[src/rtl/evcnt_pkg.sv]
package evcnt_pkg;

   // Privilege levels as driven on the priv port.
   typedef enum logic [1:0] {
      PRIV_USER = 2'b00,
      PRIV_SUP  = 2'b01,
      PRIV_HYP  = 2'b10,
      PRIV_NONE = 2'b11
   } priv_e;

   // Control register bit positions that software decodes.
   localparam int unsigned IRQ_EN_BIT  = 0;
   localparam int unsigned SUP_EN_BIT  = 1;
   localparam int unsigned USER_EN_BIT = 2;
   localparam int unsigned HYP_EN_BIT  = 3;
   localparam int unsigned LO_FLAG_BIT = 33;
   localparam int unsigned UP_FLAG_BIT = 34;

   // Lane indices.
   localparam int unsigned LANE_LO = 0;
   localparam int unsigned LANE_UP = 1;
   localparam int unsigned N_LANES = 2;

endpackage

[src/rtl/evcnt_ctrl.sv]
module evcnt_ctrl
   import evcnt_pkg::*;
#(
   parameter int unsigned REG_W      = 64,
   parameter int unsigned SEL_W      = 12,
   parameter int unsigned UP_SEL_LSB = 19,
   parameter int unsigned LO_SEL_LSB = 6
) (
   input  logic               clk,
   input  logic               rst_n,
   input  logic               wr,
   input  logic [REG_W-1:0]   wdata,
   input  logic [N_LANES-1:0] ovf,
   output logic               irq_en,
   output logic               en_user,
   output logic               en_sup,
   output logic               en_hyp,
   output logic [SEL_W-1:0]   sel_lo,
   output logic [SEL_W-1:0]   sel_up,
   output logic [N_LANES-1:0] flag,
   output logic [REG_W-1:0]   image
);

   localparam int unsigned EN_W = HYP_EN_BIT + 1;

   logic [EN_W-1:0]    en_q;
   logic [SEL_W-1:0]   sel_lo_q, sel_up_q;
   logic [N_LANES-1:0] flag_q;
   logic [N_LANES-1:0] keep_mask;
   wire                unused_wbits = ^wdata;

   // Writing 0 clears a flag, writing 1 keeps it; a new overflow always wins.
   always_comb begin
      keep_mask = '1;
      if (wr) begin
         keep_mask[LANE_LO] = wdata[LO_FLAG_BIT];
         keep_mask[LANE_UP] = wdata[UP_FLAG_BIT];
      end
   end

   always_ff @(posedge clk) begin
      if (!rst_n) begin
         en_q     <= '0;
         sel_lo_q <= '0;
         sel_up_q <= '0;
         flag_q   <= '0;
      end else begin
         if (wr) begin
            en_q     <= wdata[EN_W-1:0];
            sel_lo_q <= wdata[LO_SEL_LSB +: SEL_W];
            sel_up_q <= wdata[UP_SEL_LSB +: SEL_W];
         end
         flag_q <= (flag_q & keep_mask) | ovf;
      end
   end

   always_comb begin
      image                          = '0;
      image[EN_W-1:0]                = en_q;
      image[LO_SEL_LSB +: SEL_W]     = sel_lo_q;
      image[UP_SEL_LSB +: SEL_W]     = sel_up_q;
      image[LO_FLAG_BIT]             = flag_q[LANE_LO];
      image[UP_FLAG_BIT]             = flag_q[LANE_UP];
   end

   assign irq_en  = en_q[IRQ_EN_BIT];
   assign en_sup  = en_q[SUP_EN_BIT];
   assign en_user = en_q[USER_EN_BIT];
   assign en_hyp  = en_q[HYP_EN_BIT];
   assign sel_lo  = sel_lo_q;
   assign sel_up  = sel_up_q;
   assign flag    = flag_q;

endmodule

[src/rtl/evcnt_lane.sv]
module evcnt_lane #(
   parameter int unsigned CNT_W   = 32,
   parameter int unsigned SEL_W   = 12,
   parameter int unsigned NUM_EVT = 16
) (
   input  logic               clk,
   input  logic               rst_n,
   input  logic [NUM_EVT-1:0] evt,
   input  logic [SEL_W-1:0]   sel,
   input  logic               cnt_en,
   input  logic               ld,
   input  logic [CNT_W-1:0]   ld_val,
   output logic [CNT_W-1:0]   cnt,
   output logic               wrap
);

   localparam int unsigned IDX_W   = (NUM_EVT > 1) ? $clog2(NUM_EVT) : 1;
   localparam int unsigned PAD_N   = 1 << IDX_W;
   localparam bit          POW2    = (PAD_N == NUM_EVT);

   logic [PAD_N-1:0] evt_pad;
   logic             in_range;
   logic             hit;
   logic             inc;
   logic [CNT_W-1:0] cnt_q;

   assign evt_pad = PAD_N'(evt);

   // Range check: a bit test when the vector fills its index space, a compare otherwise.
   generate
      if (POW2) begin : g_range_bits
         assign in_range = (sel[SEL_W-1:IDX_W] == '0);
      end else begin : g_range_cmp
         assign in_range = (sel < SEL_W'(NUM_EVT));
      end
   endgenerate

   assign hit  = in_range & evt_pad[sel[IDX_W-1:0]];
   assign inc  = cnt_en & hit;
   assign wrap = inc & ~ld & (cnt_q == '1);

   always_ff @(posedge clk) begin
      if (!rst_n)   cnt_q <= '0;
      else if (ld)  cnt_q <= ld_val;
      else if (inc) cnt_q <= cnt_q + CNT_W'(1);
   end

   assign cnt = cnt_q;

endmodule

[src/rtl/dual_evcnt_unit.sv]
module dual_evcnt_unit
   import evcnt_pkg::*;
#(
   parameter int unsigned CNT_W      = 32,
   parameter int unsigned SEL_W      = 12,
   parameter int unsigned UP_SEL_LSB = 19,
   parameter int unsigned LO_SEL_LSB = 6,
   parameter int unsigned NUM_EVT    = 16,
   parameter int unsigned PARK_CODE  = 12'h220
) (
   input  logic                 clk,
   input  logic                 rst_n,
   input  logic [1:0]           priv,
   input  logic [NUM_EVT-1:0]   evt_pulse,
   input  logic                 reg_wr,
   input  logic                 reg_sel,
   input  logic [2*CNT_W-1:0]   reg_wdata,
   output logic [2*CNT_W-1:0]   reg_rdata,
   output logic                 ovf_irq
);

   localparam int unsigned REG_W = 2 * CNT_W;

   // Elaboration-time parameter checks.
   generate
      if (UP_FLAG_BIT >= REG_W) begin : g_bad_width
         $error("counter width too small to hold the flag bits");
      end
      if (LO_SEL_LSB <= HYP_EN_BIT || LO_SEL_LSB + SEL_W > UP_SEL_LSB) begin : g_bad_lo
         $error("lower select field overlaps its neighbours");
      end
      if (UP_SEL_LSB + SEL_W > LO_FLAG_BIT) begin : g_bad_up
         $error("upper select field overlaps the flag bits");
      end
      if (NUM_EVT < 1 || NUM_EVT > (1 << SEL_W)) begin : g_bad_evt
         $error("event vector size out of range");
      end
      if (PARK_CODE < NUM_EVT || PARK_CODE >= (1 << SEL_W)) begin : g_bad_park
         $error("park code must lie outside the event vector");
      end
   endgenerate

   logic                          irq_en, en_user, en_sup, en_hyp;
   logic [SEL_W-1:0]              sel_lo, sel_up;
   logic [N_LANES-1:0]            flag;
   logic [N_LANES-1:0]            wrap;
   logic [REG_W-1:0]              ctrl_image;
   logic [N_LANES-1:0][CNT_W-1:0] cnt_all;
   logic                          cnt_en;
   logic                          wr_ctrl, wr_cnt;
   priv_e                         priv_lvl;

   assign wr_ctrl  = reg_wr & ~reg_sel;
   assign wr_cnt   = reg_wr &  reg_sel;
   assign priv_lvl = priv_e'(priv);

   always_comb begin
      unique case (priv_lvl)
         PRIV_USER: cnt_en = en_user;
         PRIV_SUP:  cnt_en = en_sup;
         PRIV_HYP:  cnt_en = en_hyp;
         default:   cnt_en = 1'b0;
      endcase
   end

   evcnt_ctrl #(
      .REG_W      (REG_W),
      .SEL_W      (SEL_W),
      .UP_SEL_LSB (UP_SEL_LSB),
      .LO_SEL_LSB (LO_SEL_LSB)
   ) u_ctrl (
      .clk     (clk),
      .rst_n   (rst_n),
      .wr      (wr_ctrl),
      .wdata   (reg_wdata),
      .ovf     (wrap),
      .irq_en  (irq_en),
      .en_user (en_user),
      .en_sup  (en_sup),
      .en_hyp  (en_hyp),
      .sel_lo  (sel_lo),
      .sel_up  (sel_up),
      .flag    (flag),
      .image   (ctrl_image)
   );

   generate
      for (genvar i = 0; i < N_LANES; i++) begin : g_lane
         logic [SEL_W-1:0] lane_sel;
         assign lane_sel = (i == LANE_UP) ? sel_up : sel_lo;

         evcnt_lane #(
            .CNT_W   (CNT_W),
            .SEL_W   (SEL_W),
            .NUM_EVT (NUM_EVT)
         ) u_lane (
            .clk    (clk),
            .rst_n  (rst_n),
            .evt    (evt_pulse),
            .sel    (lane_sel),
            .cnt_en (cnt_en),
            .ld     (wr_cnt),
            .ld_val (reg_wdata[i*CNT_W +: CNT_W]),
            .cnt    (cnt_all[i]),
            .wrap   (wrap[i])
         );
      end
   endgenerate

   assign reg_rdata = reg_sel ? cnt_all : ctrl_image;
   assign ovf_irq   = irq_en & (|flag);

endmodule

[config.mk]
export PLATFORM = sky130hd
export DESIGN_NAME = dual_evcnt_unit
export DESIGN_NICKNAME = d
export VERILOG_FILES = /design/src/rtl/evcnt_pkg.sv /design/src/rtl/evcnt_ctrl.sv /design/src/rtl/evcnt_lane.sv /design/src/rtl/dual_evcnt_unit.sv
export SDC_FILE = /design/constraint.sdc
export NUM_CORES = 1
export LEC_CHECK = 0
export ABC_AREA = 1
export ABC_CLOCK_PERIOD_IN_PS = 2300
export BUFFER_PORTS_ARGS = -buffer_cell sky130_fd_sc_hd__buf_2
export CAP_MARGIN = 20
export CORE_AREA = 2 2 118 120
export DETAILED_ROUTE_END_ITERATION = 6
export DIE_AREA = 0 0 120 122
export GPL_TIMING_DRIVEN = 0
export HOLD_SLACK_MARGIN = 0.02
export PLACE_DENSITY_LB_ADDON = 0.05
export SLEW_MARGIN = 30
export SYNTH_ARGS = -nofsm -noshare
export SYNTH_HDL_FRONTEND = slang
export SYNTH_SLANG_ARGS = --single-unit
[constraint.sdc]
create_clock -name clk -period 2.3 [get_ports clk]
set_input_delay 0.46 -clock clk [delete_from_list [all_inputs] [get_ports clk]]
set_output_delay 0.46 -clock clk [all_outputs]
set_load 0.1 [all_outputs]
==> results.yml <==
clocking:
  clk-insertion-delay-late_ns: 0.36
  cts.sinks: 94
  post-cts-setup-buffers: 0
  cts_tree: "built"
  worst_setup_hold_path_clk_slew_ns: 0.07
  clk_root_buffer_cell: "sky130_fd_sc_hd__clkbuf_16"
  clockBufferDepth: 2
  htree_depth: 3
  cts-hold-fix-buffers: 0
  cts-buffers-inserted: 9
floorplanning:
  die_wd_um: 120
  floorplan.die.height_um: 122
  io_pins: 151
  placementRows: 43
  core_area_sq_um: 13500
  initial_utilization_pct: 54.4
  dieArea_sq_um: 14600
final_layout:
  final.fill_count: 1432
  area_delta_synth_final_pct: 18.6
  antennaDiodeCount: 0
  nNetsFinal: 1576
  finish.cell_count_without_fillers: 1673
  post_route_cells_drive_above_1_share_pct: 17.3
  final_design_area_no_fill_sq_um: 8720
  final_core_utilization_pct: 64.5
critical_path:
  setup.worst_path.class: "primary input to output port"
  critical_path_arrival_ns: 1.80
  reg2reg_depth: 12
  timing.critical_path.to_type: "output port"
  crit_required_ns: 1.84
  critical_path.startpoint_type: "primary input"
  critical_path_peak_fanout: 10
timing:
  finalCritPeriodShare_pct: 98.4
  fmax_mhz: 442
  timing.final.setup_violations: 0
  finalClockSkew_ns: 0.00961
  final_period_minus_worst_setup_slack_ns: 2.26
  final.setup.worst_slack_ns: 0.0364
  fin_hold_ws_ns: 0.400
  final.setup.tns_ns: 0
  rsz_0062_raised_after_global_routing: "no"
  tightest_slew_ns: 0.720
  slew_headroom_pct: 52.0
  timing.final.hold_violations: 0
  drv_slew: 0
placement:
  placed_area_sq_um: 8330
  dp_worst_setup_slack_ns: -0.375
  place.port_buffers: 150
  post-place-cells: 1657
  detailed_place_hpwl_mm: 21.0
  final_weighted_congestion_in_routability_driven_placement: 0.983
route:
  wire_per_inst_um: 16.0
  routed_wire_length_mm: 26.8
  antenna_left: 0
  detail_route.iter0.violations: 605
  drt_first_pass_iters: 5
  avgViaCountPerCell: 5.43
  detailroute.via_count: 9090
  drc_violations_left: 0
yosys:
  net_count_synth: 1415
  number_of_unique_standard_cell_types_used_by_synthesis: 36
  synth_top_area_cell: "sky130_fd_sc_hd__dfxtp_1"
  post_synth_main_area_contributors: "sky130_fd_sc_hd__dfxtp_1, sky130_fd_sc_hd__nand2_1, sky130_fd_sc_hd__nor2_1, sky130_fd_sc_hd__nand3_1, sky130_fd_sc_hd__inv_1"
  synth_warnings: 0
  dominantRegCellSynth: "sky130_fd_sc_hd__dfxtp_1"
  post_synth_instance_area_sq_um: 7350
  synth-seq-cells: 94
  syn_avg_cell_area_sq_um: 5.54
  synth-async-reset-ratio_pct: 0
  synth-edff-count: 0
  netlist_instances: 1327
  area_fraction_of_the_dominant_cell_type_after_synthesis_pct: 25.6
  register_area_share_after_synthesis_pct: 25.6
flow_run:
  drv.max_cap_violation_count: 0
hold_path:
  worst_hold_path.num_cells: 3
  hold_path_class: "primary input to flip-flop"
power_and_ir_drop:
  power_frac_comb_pct: 27.9
  power.clock.fraction_pct: 34.3
  net-switching-power_mw: 1.82
  worst_ir_drop_vdd_uv: 314
  internal-power_mw: 3.05
  power_per_cell_area_nw_per_um2: 559
  share_seq_of_total_power_pct: 37.8
  total_leakage_power_nw: 4.28
  switching_share_pct: 37.4
  finalPower_mw: 4.88
global_route:
  grt_max_degree: 16
  first_global_vias: 8159
  grt_first_pass_wirelength_mm: 40.8
  antenna_found_initial: 0
  grt_util_overall_pct: 36.0
  grt_overflow_total: 0
outcome:
  run_status: "complete, no violations"
[Yosys cell counts (2+ instances only)]
library cell               number
sky130_fd_sc_hd__inv_4          2
sky130_fd_sc_hd__nand4_1        8
sky130_fd_sc_hd__a21oi_1       59
sky130_fd_sc_hd__dfxtp_1       94
sky130_fd_sc_hd__nor3_2         3
sky130_fd_sc_hd__nor3_1         7
sky130_fd_sc_hd__nand2_2       12
sky130_fd_sc_hd__xor2_1         7
sky130_fd_sc_hd__o21ai_1        2
sky130_fd_sc_hd__inv_2          8
sky130_fd_sc_hd__buf_1          7
sky130_fd_sc_hd__buf_4          4
sky130_fd_sc_hd__nand2_1      491
sky130_fd_sc_hd__nor2_2        14
sky130_fd_sc_hd__nor2_1       182
sky130_fd_sc_hd__buf_6          6
sky130_fd_sc_hd__nand3b_1      18
sky130_fd_sc_hd__nand3_2       13
sky130_fd_sc_hd__nand3_1      118
sky130_fd_sc_hd__o21ai_0       81
sky130_fd_sc_hd__nor2_4         3
sky130_fd_sc_hd__ha_1           2
sky130_fd_sc_hd__nand2_4        3
sky130_fd_sc_hd__inv_1        128
sky130_fd_sc_hd__clkbuf_1      29
sky130_fd_sc_hd__xnor2_1        2
sky130_fd_sc_hd__buf_2         12
sky130_fd_sc_hd__o31ai_1        4
[state kept, by name, indices dropped and copies added (netlist names)]
register / count
u_ctrl.en_q: 4
g_lane.u_lane.cnt: 64
u_ctrl.sel_lo: 12
u_ctrl.flag: 2
u_ctrl.sel_up: 12
[cells in the final DEF, fill, tap and decap left out, types with 3 or more instances in the layout]
cell type and count:
sky130_fd_sc_hd__nand3_1 118, sky130_fd_sc_hd__nor2_1 182, sky130_fd_sc_hd__o21ai_0 51, sky130_fd_sc_hd__buf_1 5, sky130_fd_sc_hd__nand3_2 13, sky130_fd_sc_hd__xor2_1 7
sky130_fd_sc_hd__clkbuf_4 18, sky130_fd_sc_hd__clkbuf_2 3, sky130_fd_sc_hd__nor3_2 3, sky130_fd_sc_hd__clkbuf_16 9, sky130_fd_sc_hd__a21oi_1 59, sky130_fd_sc_hd__nor2_4 3
sky130_fd_sc_hd__inv_2 8, sky130_fd_sc_hd__o31ai_1 4, sky130_fd_sc_hd__o21ai_1 30, sky130_fd_sc_hd__clkbuf_1 25, sky130_fd_sc_hd__nand2_4 3, sky130_fd_sc_hd__nor3_1 7
sky130_fd_sc_hd__dfxtp_1 94, sky130_fd_sc_hd__buf_4 5, sky130_fd_sc_hd__nand2_1 491, sky130_fd_sc_hd__clkbuf_8 4, sky130_fd_sc_hd__nand2_2 12, sky130_fd_sc_hd__inv_1 128
sky130_fd_sc_hd__nand4_1 8, sky130_fd_sc_hd__nor2_2 14, sky130_fd_sc_hd__buf_2 146, sky130_fd_sc_hd__buf_6 6, sky130_fd_sc_hd__inv_6 3, sky130_fd_sc_hd__nand3b_1 18
[cell families after synthesis]
group | after synthesis | share of synthesized area, %
AND/OR/NAND/NOR | 874 | 51.0
adder cells (fa/ha/maj) | 2 | 0.340
XOR/XNOR | 9 | 1.07
flip-flops | 94 | 25.6
AO/OA/AOI/OAI | 149 | 10.4
buffers and inverters | 199 | 11.5
[power by group through the flow]
stage          Clock, mW  Combinational, mW  Sequential, mW
6_report            1.67               1.36            1.84
5_1_grt             1.75               1.47            1.85
4_1_cts             1.68               1.34            1.84
3_5_place_dp           0               1.33            1.88
3_3_place_gp           0               1.32            1.87
2_1_floorplan          0               1.02            1.84
[path summary, 6_finish.rpt]
check,end,from,slack [ns]
hold / removal,u_ctrl.sel_up[7],reg_wdata[26],0.40
setup / recovery,reg_rdata[30],reg_sel,0.04
hold reg to reg,u_ctrl.sel_up[9],u_ctrl.sel_up[9],0.47
setup reg to reg,g_lane[0].u_lane.cnt[30],g_lane[0].u_lane.cnt[0],0.21
[area by class of cell]
class	instances	area, sq um	area share [%]
timing repair buffer	150	798	9.16
buffer	59	320	3.67
inverter	140	536	6.14
tap	180	225	2.58
clock buffer	13	280	3.22
sequential	94	1880	21.6
multi-input combinational	1034	4630	53.1
clock inverter	3	47.5	0.546
[metal layers]
| layer | routed length [um] | track usage [%] | vias up |
|---|---|---|---|
| met5 | 0 | 0 | - |
| met4 | 1620 | 22.9 | 0 |
| met3 | 1870 | 4.12 | 118 |
| met2 | 12700 | 62.5 | 438 |
| met1 | 10600 | 42.3 | 4046 |
| li1 | - | - | 4488 |
[critical path: stages]
cell,delay (ns)
sky130_fd_sc_hd__buf_2,0.10
sky130_fd_sc_hd__buf_2,0.27
sky130_fd_sc_hd__buf_2,0.36
sky130_fd_sc_hd__nand2_1,0.19
sky130_fd_sc_hd__o21ai_1,0.12
sky130_fd_sc_hd__buf_4,0.30
[repair_timing]
action,4_1_cts,5_1_grt
gates resized for setup,5,23
setup endpoints to repair,23,29
gates cloned,0,0
(Power assumes the default switching activity.)
